===== config.mk =====
export PLATFORM = sky130hd
export DESIGN_NAME = spi_cfg_regfile
export DESIGN_NICKNAME = d
export VERILOG_FILES = /design/src/rtl/spi_cfg_pkg.sv /design/src/rtl/spi_pin_sync.sv /design/src/rtl/spi_frame_ctrl.sv /design/src/rtl/cfg_reg_bank.sv /design/src/rtl/spi_cfg_regfile.sv
export SDC_FILE = /design/constraint.sdc
export NUM_CORES = 1
export LEC_CHECK = 0
export ABC_AREA = 1
export CAP_MARGIN = 20
export CORE_UTILIZATION = 45
export CTS_CLUSTER_DIAMETER = 150
export DETAILED_ROUTE_END_ITERATION = 8
export GPL_TIMING_DRIVEN = 0
export PLACE_DENSITY = 0.67
export SYNTH_ARGS = -nofsm -noshare
export SYNTH_HDL_FRONTEND = slang
export SYNTH_HIERARCHICAL = 1
export SYNTH_SLANG_ARGS = --single-unit

===== constraint.sdc =====
create_clock -name clk -period 3.4 [get_ports clk]
set_input_delay 0.51 -clock clk [delete_from_list [all_inputs] [get_ports clk]]
set_output_delay 0.51 -clock clk [all_outputs]
set_load 0.01 [all_outputs]

===== src/rtl/spi_cfg_pkg.sv =====
`timescale 1ns/1ps
package spi_cfg_pkg;
  localparam int INSTR_BITS = 16;
  localparam int ADDR_W     = 13;

  typedef enum logic [1:0] {FR_IDLE, FR_INSTR, FR_DATA, FR_DONE} frame_state_e;

  localparam logic [ADDR_W-1:0] ADDR_CFG   = 13'h000;
  localparam logic [ADDR_W-1:0] ADDR_CHIP  = 13'h001;
  localparam logic [ADDR_W-1:0] ADDR_GRADE = 13'h002;
  localparam logic [ADDR_W-1:0] ADDR_XFER  = 13'h0FF;
  localparam logic [7:0]        CFG_DEFAULT = 8'h18;

  // builds a config byte whose upper nibble is the bit-reverse of the lower
  function automatic logic [7:0] mirror_cfg(input logic [3:0] lo);
    return {lo[0], lo[1], lo[2], lo[3], lo};
  endfunction
endpackage


===== src/rtl/spi_pin_sync.sv =====
`timescale 1ns/1ps
module spi_pin_sync #(
  parameter int STAGES = 2
) (
  input  logic clk,
  input  logic rst_n,
  input  logic sclk_i,
  input  logic cs_n_i,
  input  logic sdi_i,
  output logic sclk_rise,
  output logic sclk_fall,
  output logic cs_act,
  output logic sdi_s
);
  logic [STAGES-1:0] sclk_p, cs_p, sdi_p;
  logic              sclk_d;

  always_ff @(posedge clk or negedge rst_n) begin
    if (!rst_n) begin
      sclk_p <= '0;
      cs_p   <= '1;
      sdi_p  <= '0;
      sclk_d <= 1'b0;
    end else begin
      sclk_p <= {sclk_p[STAGES-2:0], sclk_i};
      cs_p   <= {cs_p[STAGES-2:0], cs_n_i};
      sdi_p  <= {sdi_p[STAGES-2:0], sdi_i};
      sclk_d <= sclk_p[STAGES-1];
    end
  end

  assign sclk_rise = sclk_p[STAGES-1] & ~sclk_d;
  assign sclk_fall = ~sclk_p[STAGES-1] & sclk_d;
  assign cs_act    = ~cs_p[STAGES-1];
  assign sdi_s     = sdi_p[STAGES-1];
endmodule


===== src/rtl/spi_frame_ctrl.sv =====
`timescale 1ns/1ps
module spi_frame_ctrl
  import spi_cfg_pkg::*;
(
  input  logic              clk,
  input  logic              rst_n,
  input  logic              sclk_rise,
  input  logic              sclk_fall,
  input  logic              cs_act,
  input  logic              sdi_s,
  input  logic              lsb_cfg,
  input  logic [7:0]        rd_data,
  output logic [ADDR_W-1:0] rd_addr,
  output logic              wr_en,
  output logic [ADDR_W-1:0] wr_addr,
  output logic [7:0]        wr_data,
  output logic              sdo,
  output logic              sdo_oe
);
  frame_state_e            st_q;
  logic [3:0]              bit_q;
  logic [INSTR_BITS-1:0]   ins_q, ins_nx;
  logic [7:0]              byte_q, byte_nx, tx_q;
  logic                    rd_q, lsb_q, sdo_q, oe_q, wr_q;
  logic [1:0]              cnt_q, done_q;
  logic [ADDR_W-1:0]       addr_q, wa_q;
  logic [7:0]              wd_q;
  logic                    last_byte;

  assign ins_nx    = lsb_q ? {sdi_s, ins_q[INSTR_BITS-1:1]} : {ins_q[INSTR_BITS-2:0], sdi_s};
  assign byte_nx   = lsb_q ? {sdi_s, byte_q[7:1]} : {byte_q[6:0], sdi_s};
  assign last_byte = (cnt_q != 2'b11) && (done_q == cnt_q);

  always_ff @(posedge clk or negedge rst_n) begin
    if (!rst_n) begin
      st_q <= FR_IDLE;  bit_q <= '0;  ins_q <= '0;  byte_q <= '0;  tx_q <= '0;
      rd_q <= 1'b0;     lsb_q <= 1'b0; sdo_q <= 1'b0; oe_q <= 1'b0; wr_q <= 1'b0;
      cnt_q <= '0;      done_q <= '0; addr_q <= '0; wa_q <= '0;   wd_q <= '0;
    end else begin
      wr_q <= 1'b0;
      if (!cs_act) begin
        st_q  <= FR_IDLE;
        oe_q  <= 1'b0;
        bit_q <= '0;
      end else begin
        case (st_q)
          FR_IDLE: begin
            st_q  <= FR_INSTR;
            lsb_q <= lsb_cfg;
            bit_q <= '0;
          end
          FR_INSTR: if (sclk_rise) begin
            ins_q <= ins_nx;
            bit_q <= bit_q + 4'd1;
            if (bit_q == 4'(INSTR_BITS - 1)) begin
              rd_q   <= ins_nx[15];
              cnt_q  <= ins_nx[14:13];
              addr_q <= ins_nx[ADDR_W-1:0];
              done_q <= '0;
              bit_q  <= '0;
              st_q   <= FR_DATA;
            end
          end
          FR_DATA: begin
            if (sclk_rise) begin
              byte_q <= byte_nx;
              bit_q  <= bit_q + 4'd1;
              if (bit_q == 4'd7) begin
                bit_q  <= '0;
                done_q <= done_q + 2'd1;
                addr_q <= lsb_q ? addr_q + 13'd1 : addr_q - 13'd1;
                if (!rd_q) begin
                  wr_q <= 1'b1;
                  wa_q <= addr_q;
                  wd_q <= byte_nx;
                end
                if (last_byte) begin
                  st_q <= FR_DONE;
                  oe_q <= 1'b0;
                end
              end
            end else if (sclk_fall && rd_q) begin
              oe_q <= 1'b1;
              if (bit_q == 4'd0) begin
                sdo_q <= lsb_q ? rd_data[0] : rd_data[7];
                tx_q  <= lsb_q ? {1'b0, rd_data[7:1]} : {rd_data[6:0], 1'b0};
              end else begin
                sdo_q <= lsb_q ? tx_q[0] : tx_q[7];
                tx_q  <= lsb_q ? {1'b0, tx_q[7:1]} : {tx_q[6:0], 1'b0};
              end
            end
          end
          default: ;
        endcase
      end
    end
  end

  assign rd_addr = addr_q;
  assign wr_en   = wr_q;
  assign wr_addr = wa_q;
  assign wr_data = wd_q;
  assign sdo     = sdo_q;
  assign sdo_oe  = oe_q;

  a_r5_oe_read: assert property (@(posedge clk) disable iff (!rst_n)
    sdo_oe |-> rd_q);
  a_r1_cs_release: assert property (@(posedge clk) disable iff (!rst_n)
    !cs_act |=> (st_q == FR_IDLE && !sdo_oe));
  a_r3_bit_range: assert property (@(posedge clk) disable iff (!rst_n)
    (st_q == FR_DATA) |-> (bit_q < 4'd8));
  a_r11_wr_in_frame: assert property (@(posedge clk) disable iff (!rst_n)
    wr_en |-> $past(st_q == FR_DATA && cs_act));
endmodule


===== src/rtl/cfg_reg_bank.sv =====
`timescale 1ns/1ps
module cfg_reg_bank
  import spi_cfg_pkg::*;
#(
  parameter int         SHADOW_LO  = 8,
  parameter int         SHADOW_CNT = 17,
  parameter logic [7:0] CHIP_ID    = 8'h2B,
  parameter logic [7:0] GRADE_ID   = 8'h01,
  parameter int         STAB_IDX   = 1,
  parameter logic [7:0] STAB_DEF   = 8'h01
) (
  input  logic                    clk,
  input  logic                    rst_n,
  input  logic                    wr_en,
  input  logic [ADDR_W-1:0]       wr_addr,
  input  logic [7:0]              wr_data,
  input  logic [ADDR_W-1:0]       rd_addr,
  output logic [7:0]              rd_data,
  output logic                    lsb_first,
  output logic [SHADOW_CNT*8-1:0] live_flat
);
  logic [7:0] cfg_q;
  logic [7:0] shadow_q [SHADOW_CNT];
  logic [7:0] live_q   [SHADOW_CNT];
  logic [3:0] cfg_lo_nx;
  logic       cfg_hit, srst_hit, xfer_hit;

  function automatic logic [7:0] def_of(input int idx);
    return (idx == STAB_IDX) ? STAB_DEF : 8'h00;
  endfunction

  // either mirror copy of a config bit turns it on
  assign cfg_lo_nx = wr_data[3:0] | {wr_data[4], wr_data[5], wr_data[6], wr_data[7]};
  assign cfg_hit   = wr_en && (wr_addr == ADDR_CFG);
  assign srst_hit  = cfg_hit && cfg_lo_nx[2];
  assign xfer_hit  = wr_en && (wr_addr == ADDR_XFER) && wr_data[0];
  assign lsb_first = cfg_q[1];

  always_ff @(posedge clk or negedge rst_n) begin
    if (!rst_n) begin
      cfg_q <= CFG_DEFAULT;
      for (int i = 0; i < SHADOW_CNT; i++) begin
        shadow_q[i] <= def_of(i);
        live_q[i]   <= def_of(i);
      end
    end else if (srst_hit) begin
      cfg_q <= CFG_DEFAULT;
      for (int i = 0; i < SHADOW_CNT; i++) begin
        shadow_q[i] <= def_of(i);
        live_q[i]   <= def_of(i);
      end
    end else begin
      if (cfg_hit) cfg_q <= mirror_cfg(cfg_lo_nx);
      for (int i = 0; i < SHADOW_CNT; i++) begin
        if (wr_en && wr_addr == 13'(SHADOW_LO + i)) shadow_q[i] <= wr_data;
        if (xfer_hit) live_q[i] <= shadow_q[i];
      end
    end
  end

  always_comb begin
    rd_data = 8'h00;
    if (rd_addr == ADDR_CFG)   rd_data = cfg_q;
    if (rd_addr == ADDR_CHIP)  rd_data = CHIP_ID;
    if (rd_addr == ADDR_GRADE) rd_data = GRADE_ID;
    for (int i = 0; i < SHADOW_CNT; i++)
      if (rd_addr == 13'(SHADOW_LO + i)) rd_data = shadow_q[i];
  end

  for (genvar g = 0; g < SHADOW_CNT; g++) begin : g_live
    assign live_flat[8*g +: 8] = live_q[g];
  end

  a_r9_cfg_mirror: assert property (@(posedge clk) disable iff (!rst_n)
    cfg_q[7:4] == {cfg_q[0], cfg_q[1], cfg_q[2], cfg_q[3]});
  a_r6_live_hold: assert property (@(posedge clk) disable iff (!rst_n)
    (!xfer_hit && !srst_hit) |=> $stable(live_flat));
  a_r10_srst_defaults: assert property (@(posedge clk) disable iff (!rst_n)
    srst_hit |=> (cfg_q == CFG_DEFAULT));
endmodule


===== src/rtl/spi_cfg_regfile.sv =====
`timescale 1ns/1ps
module spi_cfg_regfile
  import spi_cfg_pkg::*;
#(
  parameter int         SYNC_STAGES = 2,
  parameter int         SHADOW_LO   = 8,
  parameter int         SHADOW_CNT  = 17,
  parameter logic [7:0] CHIP_ID     = 8'h2B,
  parameter logic [7:0] GRADE_ID    = 8'h01,
  parameter int         STAB_IDX    = 1,
  parameter logic [7:0] STAB_DEF    = 8'h01
) (
  input  logic                    clk,
  input  logic                    rst_n,
  input  logic                    sclk,
  input  logic                    cs_n,
  input  logic                    sdi,
  output logic                    sdo,
  output logic                    sdo_oe,
  output logic [SHADOW_CNT*8-1:0] live_regs
);
  logic              sclk_rise, sclk_fall, cs_act, sdi_s, lsb_first, wr_en;
  logic [ADDR_W-1:0] rd_addr, wr_addr;
  logic [7:0]        rd_data, wr_data;

  spi_pin_sync #(.STAGES(SYNC_STAGES)) u_sync (
    .clk(clk), .rst_n(rst_n), .sclk_i(sclk), .cs_n_i(cs_n), .sdi_i(sdi),
    .sclk_rise(sclk_rise), .sclk_fall(sclk_fall), .cs_act(cs_act), .sdi_s(sdi_s)
  );

  spi_frame_ctrl u_frame (
    .clk(clk), .rst_n(rst_n), .sclk_rise(sclk_rise), .sclk_fall(sclk_fall),
    .cs_act(cs_act), .sdi_s(sdi_s), .lsb_cfg(lsb_first), .rd_data(rd_data),
    .rd_addr(rd_addr), .wr_en(wr_en), .wr_addr(wr_addr), .wr_data(wr_data),
    .sdo(sdo), .sdo_oe(sdo_oe)
  );

  cfg_reg_bank #(
    .SHADOW_LO(SHADOW_LO), .SHADOW_CNT(SHADOW_CNT), .CHIP_ID(CHIP_ID),
    .GRADE_ID(GRADE_ID), .STAB_IDX(STAB_IDX), .STAB_DEF(STAB_DEF)
  ) u_bank (
    .clk(clk), .rst_n(rst_n), .wr_en(wr_en), .wr_addr(wr_addr), .wr_data(wr_data),
    .rd_addr(rd_addr), .rd_data(rd_data), .lsb_first(lsb_first), .live_flat(live_regs)
  );
endmodule


Word level (Yosys, flattened, before mapping). Index checks and enable logic that the tools add are counted.

Input port bits: 5. Register bits: 368.

Reduce and logical (&&, ||, !) cells: 60. Multiplexer cells: 101. Bitwise gates (word level): 8. Add/subtract/negate cells: 4. Eq/ne operators: 54.

Operator list (number): $mux 8 (60); $mux 136 (2); $eq 13x5->1 const B (18); $eq 13x4->1 const B (16); $mux 13 (5); $reduce_bool 2->1 (21); $logic_not 13->1 (2); $pmux 13 s2 (1); $logic_and 1x1->1 (23); $mux 2 (10); $mux 4 (5); $mux 16 (1); $mux 1 (14); $add 13x1->13 const B (1); $eq 13x1->1 const B (1); $eq 13x2->1 const B (1); $eq 13x8->1 const B (1); $sub 13x1->13 const B (1); $pmux 4 s3 (1); $reduce_and 4->1 (3); $reduce_and 6->1 (2); $ne 3x2->1 const B (3); $reduce_and 3->1 (3); $ne 2x2->1 const B (3); 21 further kinds (29).

Logic depth before layout (Yosys ltp). Gate-level depths: netlist (run 1).

Depth in word-level cells: 23. Gate-level depth with buffers: 37. Depth with buffers taken out: 37.

Modules after synthesis. The synthesis (run 1) kept the hierarchy.

Modules (own cells, without submodules): cfg_reg_bank (seq. area each 6910.4 µm², cells an instance 1458, area an instance 12338.1 µm², instances 1); spi_frame_ctrl (seq. area each 2026.9 µm², cells an instance 632, area an instance 4652.0 µm², instances 1); spi_pin_sync (seq. area each 177.7 µm², cells an instance 12, area an instance 196.4 µm², instances 1).

Least setup slack after synthesis (run 1). OpenSTA, ideal clock, no wires.

Kind: reg2reg. Start: reg u_frame.addr_q[11], in the netlist u_frame/rd_addr[11]. End: reg u_frame.tx_q[5]. Arrival time: 2.510 ns. Cell stages (with the launch flop): 27. Path slack: 0.770 ns. Path buffers: 1. Setup time: 0.120 ns. Cells stage by stage: dfrtp_1 > nor2_2 > nand3_4 > nor3_4 > inv_2 > nor3_4 > inv_2 > buf_6 > o211ai_1 > a21oi_1 > o21ai_1 > nand2_1 > nand2_1 > nand2_1 > nand2_1 > nand2_1 > nand2_1 > nand2_1 > nand2_1 > nand2_1 > nand2_1 > nand2_1 > nand2_1 > nand2_1 > mux2_2 > nor2_1 > nor2_1.

Cells in the longest elaborated chain, start to end: 23. Elaborated cells between the ends (all ways): 42.

RTL lines: start, declared (line spi_frame_ctrl.sv:26) `logic [ADDR_W-1:0] addr_q, wa_q;`; start signal, assigned (line spi_frame_ctrl.sv:58) `addr_q <= ins_nx[ADDR_W-1:0];`; start signal, assigned (line spi_frame_ctrl.sv:71) `addr_q <= lsb_q ? addr_q + 13'd1 : addr_q - 13'd1;`; $logic_not 13->1 (line cfg_reg_bank.sv:63) `if (rd_addr == ADDR_CFG) rd_data = cfg_q;`; $mux 8 (line cfg_reg_bank.sv:63); $mux 8 (line cfg_reg_bank.sv:64) `if (rd_addr == ADDR_CHIP) rd_data = CHIP_ID;`; $mux 8 (line cfg_reg_bank.sv:65) `if (rd_addr == ADDR_GRADE) rd_data = GRADE_ID;`; $mux 8 (16 in a row) (line cfg_reg_bank.sv:67) `if (rd_addr == 13'(SHADOW_LO + i)) rd_data = shadow_q[i];`; $mux 8 (*) (line cfg_reg_bank.sv:67); net rd_data[6] (line spi_cfg_regfile.sv:24) `logic [7:0] rd_data, wr_data;`; $mux 8 (*) (line spi_frame_ctrl.sv:86) `tx_q <= lsb_q ? {1'b0, rd_data[7:1]} : {rd_data[6:0], 1'b0};`; $mux 8 (*) (line spi_frame_ctrl.sv:84) `if (bit_q == 4'd0) begin`; end signal, assigned (line spi_frame_ctrl.sv:86); end signal, assigned (line spi_frame_ctrl.sv:89) `tx_q <= lsb_q ? {1'b0, tx_q[7:1]} : {tx_q[6:0], 1'b0};`; end, declared (line spi_frame_ctrl.sv:23) `logic [7:0] byte_q, byte_nx, tx_q;`.

Mark *: on every way through the listed nets, which the timed path passes. The rest lies on a longest branch. A chain may end at the register's enable or synchronous reset.

Final worst setup path (run 1).
Start: reg u_frame.addr_q[10], in the netlist u_frame/rd_addr[10]. End: reg u_frame.tx_q[6].

Same word-level chain as after synthesis.

==> results of run 1 <==
[cells by family after synthesis]
| family | synth area share [%] |
|---|---|
| AOI/OAI and AO/OA | 17.2 |
| xor gates and xnor gates | 0.459 |
| adders and majority gates | 1.28 |
| buffers and inverters | 7.94 |
| DFF | 53.0 |
| muxes | 0.328 |
| and+or+nand+nor | 19.8 |
[path summary, 6_finish.rpt]
check | start | end | slack, ns | cells after the start
max | u_frame/rd_addr[10] | u_frame/tx_q[6] | 0.02 | 24
min | u_sync/sclk_p[0] | u_sync/sclk_p[1] | 0.35 | 0
max reg2reg | u_frame/rd_addr[10] | u_frame/tx_q[6] | 0.02 | 24
min reg2reg | u_sync/sclk_p[0] | u_sync/sclk_p[1] | 0.35 | 0
max in group asynchronous | rst_n | u_bank/shadow_q[1] | 1.64 | 4
min in group asynchronous | rst_n | u_bank/live_flat[32] | 0.41 | 2
[power by group through the flow]
| stage | sequential, W | clock [W] | combinational (W) |
|---|---|---|---|
| after global routing | 0.00459 | 0.00475 | 0.00287 |
| after floorplan | 0.00461 | 0 | 0.00159 |
| after detailed placement | 0.00465 | 0 | 0.00218 |
| after CTS | 0.00457 | 0.00459 | 0.00220 |
| final | 0.00458 | 0.00451 | 0.00261 |
| after global placement | 0.00466 | 0 | 0.00215 |
[cell usage after synthesis (3+ instances only)]
cell type	n	area (µm²)
clkbuf_1	63	236
o21ai_1	11	55.1
buf_2	10	50.1
dfstp_2	5	131
nor2_4	3	33.8
mux2_2	5	56.3
o211ai_1	16	120
o21ai_0	303	1520
nand4_1	13	81.3
nand3_1	70	350
dfrtp_1	359	8980
nor3_4	3	48.8
buf_4	4	30.0
nand2_1	521	1960
xor2_1	3	26.3
nor2_1	168	631
buf_1	5	18.8
inv_1	243	912
nand2_2	3	18.8
ha_1	16	200
inv_2	8	30.0
xnor2_1	6	52.6
nor3_1	16	80.1
o2111ai_1	5	43.8
o21ai_2	6	52.6
o22ai_1	77	482
a21oi_1	113	566
nor2_2	5	31.3
a31oi_1	6	37.5
buf_6	4	45.0
nor3_2	3	30.0
[timing repair]
| action | CTS | global route |
|---|---|---|
| hold buffers | 1 | 0 |
| hold endpoints to repair | 31 | 0 |
| setup endpoints to repair | 41 | 77 |
| pin swaps | 0 | 29 |
| setup buffers | 0 | 20 |
| gates resized for setup | 5 | 98 |
[placed cells by master, fill, tap and decap left out, types with 12 or more instances in the layout]
cell	Yosys	final
o22ai_1	77	74
clkbuf_16	0	40
nand2_2	3	20
dfrtp_1	359	347
o21ai_0	303	293
nand4_1	13	13
o21ai_1	11	17
buf_4	4	18
clkdlybuf4s50_1	0	141
inv_1	243	240
nor3_1	16	13
o211ai_1	16	16
nor2_1	168	165
ha_1	16	16
nand2_1	521	501
clkbuf_1	63	62
dfrtp_2	0	12
nand3_1	70	62
a21oi_1	113	106
[final cells by class]
| type | instances | area share, % |
|---|---|---|
| plain buffers | 86 | 1.91 |
| clock buffers | 51 | 5.21 |
| clock inverters | 19 | 1.26 |
| inverters | 255 | 4.56 |
| multi-input cells | 1395 | 32.9 |
| flip-flops and latches | 364 | 43.1 |
| well taps | 511 | 3.02 |
| repair buffers | 166 | 8.04 |
[routing by layer]
| layer | GRT usage, % | vias to the layer above |
|---|---|---|
| li1 | - | 7310 |
| met1 | 36.4 | 7484 |
| met2 | 44.2 | 621 |
| met3 | 3.84 | 145 |
| met4 | 10.8 | 0 |
| met5 | 0 | - |
[metrics by stage]
stage / worst slack [ns] / hold WS [ns]
finish: 0.0215 / 0.350
floorplan: 0.770 / 0.214
detailed placement: -0.167 / 0.336
global route: -0.163 / 0.356
CTS: 0.0104 / 0.350
global placement: -13.86 / 0.334
[worst max-delay path, stage by stage, from the launching register on]
cell	delay (ns)
dfrtp_2	0.46
nor2_4	0.14
nand3_4	0.14
buf_12	0.17
nor2_8	0.18
nand2_4	0.11
or2_0	0.21
a31oi_1	0.24
nor2_1	0.09
o21bai_1	0.19
o211ai_1	0.14
o21ai_1	0.14
nand2_1	0.08
nand2_1	0.09
nand2_1	0.05
nand2_1	0.05
nand2_1	0.04
nand2_1	0.08
nand3_2	0.08
nand2_1	0.09
a21oi_2	0.08
nand2_1	0.07
nand2_1	0.07
o211ai_1	0.18
nand2_1	0.07
[state kept, by name, summed over array words and instances, names as in the netlist, 2 cells and up]
| name | count |
|---|---|
| u_frame/wr_data | 8 |
| u_frame/ins_q | 16 |
| u_frame/bit_q | 4 |
| u_frame/tx_q | 8 |
| u_frame/byte_q | 8 |
| u_frame/st_q | 2 |
| u_sync/sdi_p | 2 |
| u_sync/sclk_p | 2 |
| u_sync/cs_p | 2 |
| u_frame/cnt_q | 2 |
| u_bank/cfg_q | 4 |
| u_frame/rd_addr | 13 |
| u_bank/live_flat | 136 |
| u_frame/wr_addr | 13 |
| u_bank/shadow_q | 136 |
| u_frame/done_q | 2 |
==> impl_metrics.tcl, run 1 <==
set metrics [dict create \
    place_hpwl_um 37600 \
    critPathCaptureType "register" \
    instances_no_fill 2847 \
    top_level_ports 143 \
    multi_input_area_um2 6970 \
    syn_nets 2124 \
    fin_skew_ns 0.0430 \
    top_layer "met4" \
    antenna_found_initial 0 \
    clk_pin_slew_ns 0.06 \
    die_x_um 197 \
    ir_drop_mv 0.357 \
    fin_area_um2 21200 \
    placed_cell_area_um2 19300 \
    p_per_area_nw_per_um2 552 \
    antennaDiodeCount 0 \
    yosysSeqAreaShare_pct 53.0 \
    ys_ff_latch 364 \
    swShare_pct 31.1 \
    clk_path_buf_depth 3 \
    fillers 3455 \
    nets 2329 \
    fp.dieArea_um2 39000 \
    total_power_w 0.0117 \
    place.port_buffers 142 \
    p_switching_w 0.00364 \
    period_share_pct 99.4 \
    wl_met3_um 3610 \
    combPwrFrac_pct 22.3 \
    ant_nets 0 \
    status "completed" \
    grt_max_degree 123 \
    crit_required_ns 3.83 \
    drt_iter0_markers 1228 \
    slew_viol_final 0 \
    pwr-share-seq_pct 39.1 \
    fin_util_pct 56.2 \
    vias_per_cell 5.47 \
    dp_cells 2758 \
    yosysUniqueCellTypes 52 \
    postSynthCellCount 2102 \
    drive_above_1_share_pct 9.85 \
    fin_crit_ns 3.38 \
    rsz0062_at_grt "yes" \
    h-tree-depth 2 \
    grt_first_pass_wirelength_um 81400 \
    pwr-share-clk_pct 38.6 \
    overflow 0 \
    routedWlPerCell_um 18.6 \
    path_class "register to register" \
    cts_tree "built" \
    via_count 15600 \
    hold_viol 0 \
    track_usage_pct 27.1 \
    slew_headroom_pct 24.8 \
    tns_ns 0 \
    cp.arrival_ns 3.80 \
    synth_ff_type "dfrtp_1" \
    tightest_slew_ns 1.13 \
    gp_congestion 0.911 \
    fmax_mhz 296 \
    hold_path_class "register to register" \
    insertion_delay_ns 0.56 \
    async_reset_ff_share_pct 100 \
    firstDrtPassIters 6 \
    start_util_pct 45.6 \
    drcViolationCount 0 \
    coreArea_um2 37700 \
    die_y_um 197 \
    synth.avg_cell_area_um2 8.18 \
    numCtsBuffers 39 \
    syn2layout_area_growth_pct 23.2 \
    p_leak_nw 10.1 \
    cap_violations 0 \
    p_int_w 0.00806 \
    ys_warn_count 6 \
    synth_area_um2 17200 \
    critPathMaxFanout 8 \
    clock-sinks 364 \
    startpoint_type "register" \
    dr_wl_met2_um 25000 \
    grt_pass1_vias 14700 \
    seq_area_um2 9130 \
    wirelength_um 52900 \
    finalSetupViolCount 0 \
    row_count 71 \
    clockRootBuffer "clkbuf_16" \
    synth_enable_flop_cells 0 \
    met1Wirelength_um 22200 \
]
Note: power is estimated with default switching activity, not from simulation.
==> run 2: changes to the inputs <==
--- a/config.mk
+++ b/config.mk
@@ -9,6 +9,7 @@
 export CAP_MARGIN = 20
 export CORE_UTILIZATION = 45
 export CTS_CLUSTER_DIAMETER = 150
+export CTS_CLUSTER_SIZE = 25
 export DETAILED_ROUTE_END_ITERATION = 8
 export GPL_TIMING_DRIVEN = 0
 export PLACE_DENSITY = 0.67
==> run 2 against run 1 <==
Compared with the run above: register-to-register slack barely moved; routed wire length decreased by 1.3%; sequential share of layout area increased by 1.7 points; via count is 1.2% lower; critical path depth increased by 3; design area down 3.9%; global-route usage fell by 0.63 points; combinational power about the same; die area stayed put; non-clock buffer count rose by 2; core utilization shrank 2.2 points; fmax hardly changed; largest cell class unchanged.
==> impl_metrics.tcl, run 2 (synthesis results as in run 1) <==
set metrics [dict create \
    cp.arrival_ns 3.83 \
    path_class "register to register" \
    slew_viol_final 0 \
    clk_path_buf_depth 3 \
    cts_tree "built" \
    die_y_um 197 \
    fp.dieArea_um2 39000 \
    dp_cells 2758 \
    combPwrFrac_pct 27.1 \
    swShare_pct 33.9 \
    hold_viol 0 \
    fin_skew_ns 0.0223 \
    top_level_ports 143 \
    grt_pass1_vias 14400 \
    finalSetupViolCount 0 \
    cap_violations 0 \
    routedWlPerCell_um 18.6 \
    row_count 71 \
    clock-sinks 364 \
    rrSetupSlack_ns 0.02 \
    rsz0062_at_grt "yes" \
    gp_congestion 0.911 \
    critPathMaxFanout 8 \
    status "completed" \
    insertion_delay_ns 0.53 \
    coreArea_um2 37700 \
    antenna_found_initial 0 \
    critPathCaptureType "register" \
    track_usage_pct 26.5 \
    pre_cts_ws_ns -0.167 \
    finalWorstSetupSlack_ns 0.0208 \
    whs_path_depth 0 \
    r2r.worst_path.cells 27 \
    fin_crit_ns 3.38 \
    final_common_cell "nand2_1" \
    syn2layout_area_growth_pct 18.5 \
    clk_pin_slew_ns 0.10 \
    startpoint_type "register" \
    vias_per_cell 5.47 \
    overflow 0 \
    grt_max_degree 123 \
    start_util_pct 45.6 \
    place.port_buffers 142 \
    antennaDiodeCount 0 \
    final_cell_mix "nand2_1, dfrtp_1, o21ai_0" \
    via_count 15400 \
    pwr-share-seq_pct 47.4 \
    hold_path_class "register to register" \
    period_share_pct 99.4 \
    drive_above_1_share_pct 8.48 \
    ant_nets 0 \
    slew_headroom_pct 22.3 \
    fillers 3547 \
    clockRootBuffer "clkbuf_16" \
    fmax_mhz 296 \
    tightest_slew_ns 1.16 \
    ir_drop_mv 0.341 \
    p_int_w 0.00638 \
    h-tree-depth 1 \
    crit_required_ns 3.85 \
    p_leak_nw 9.69 \
    place_hpwl_um 37600 \
    drcViolationCount 0 \
    firstDrtPassIters 6 \
    p_switching_w 0.00326 \
    p_per_area_nw_per_um2 474 \
    wirelength_um 52200 \
    drt_iter0_markers 1360 \
    instances_no_fill 2810 \
    pwr-share-clk_pct 25.6 \
    die_x_um 197 \
    numCtsBuffers 18 \
    grt_first_pass_wirelength_um 80000 \
    nets 2310 \
]
==> run 2: cell types whose count changed in the layout (fill, tap and decap cells not counted), sizes merged <==
cell,delta
clkinv,-10
bufinv,-6
buf,+1
inv,-1
clkbuf,-20
clkinvlp,-1
==> run 2: final cells by class <==
class | count | area, µm² | share of cell area [%]
Tap cell | 511 | 639 | 3.14
Timing Repair Buffer | 167 | 1690 | 8.32
Multi-Input combinational cell | 1395 | 6990 | 34.3
Buffer | 87 | 410 | 2.02
Clock inverter | 1 | 16.3 | 0.0799
Clock buffer | 30 | 517 | 2.54
Inverter | 255 | 962 | 4.73
Sequential cell | 364 | 9130 | 44.8
==> run 2: metal layers <==
metal  wire (µm)  global-route usage, %
met3        3300                   2.41
met4        1780                   8.99
met2       24700                   43.5
met1       22400                   36.8
met5           0                      0
==> run 2: path summary, 6_finish.rpt <==
path / from / to
hold / removal: u_sync/sdi_p[0] / u_sync/sdi_p[1]
min in group asynchronous: rst_n / u_bank/live_flat[35]
max in group asynchronous: rst_n / u_frame/tx_q[7]
hold reg to reg: u_sync/sdi_p[0] / u_sync/sdi_p[1]
setup reg to reg: u_frame/rd_addr[11] / u_frame/tx_q[3]
setup / recovery: u_frame/rd_addr[11] / u_frame/tx_q[3]
==> run 2: metrics by stage <==
stage / power, W / hold slack (ns) / area [µm²] / setup TNS (ns) / util [%]
2_1_floorplan: 0.00620 / 0.214 / 17200 / 0 / -
3_3_place_gp: 0.00681 / 0.334 / 19200 / -5008.45 / 51.1
3_5_place_dp: 0.00684 / 0.336 / 19300 / -1.96 / 51.3
4_1_cts: 0.00929 / 0.358 / 19900 / 0 / 52.8
5_1_grt: 0.0101 / 0.366 / 20400 / -0.855 / 54.1
6_report: 0.00964 / 0.352 / 20400 / 0 / 54.1
==> run 2: worst max-delay path: stages, from the launching register on <==
cell       delay (ns)
dfrtp_2          0.46
nor2_4           0.14
nand3_4          0.14
buf_12           0.17
nor2_8           0.17
nand2_4          0.07
buf_4            0.14
inv_1            0.13
nand2_1          0.08
o2111ai_2        0.07
o21ai_1          0.10
nand2_1          0.09
nand3_2          0.07
o211ai_1         0.12
o21ai_1          0.14
a21oi_2          0.21
o21ai_1          0.09
nand2_1          0.07
nand2_1          0.06
nand2_1          0.07
nand2_1          0.07
nand2_1          0.06
nand2_1          0.07
nand2_1          0.10
inv_2            0.06
o2111ai_2        0.15
o21ai_1          0.09
nor2_1           0.12
==> run 2: what timing repair did <==
action | 4_1_cts | 5_1_grt
buffers inserted | 0 | 21
endpoints found under the hold margin | 31 | 0
gates resized for setup | 5 | 105
hold buffers | 1 | 0
endpoints found under the setup margin | 46 | 87
pin swaps | 0 | 41
==> run 2: power by group through the flow <==
| stage | sequential, W | combinational, W | clock (W) |
|---|---|---|---|
| floorplan | 0.00461 | 0.00159 | 0 |
| global placement | 0.00466 | 0.00215 | 0 |
| detailed placement | 0.00465 | 0.00218 | 0 |
| CTS | 0.00457 | 0.00220 | 0.00253 |
| global route | 0.00458 | 0.00289 | 0.00266 |
| finish | 0.00457 | 0.00261 | 0.00246 |
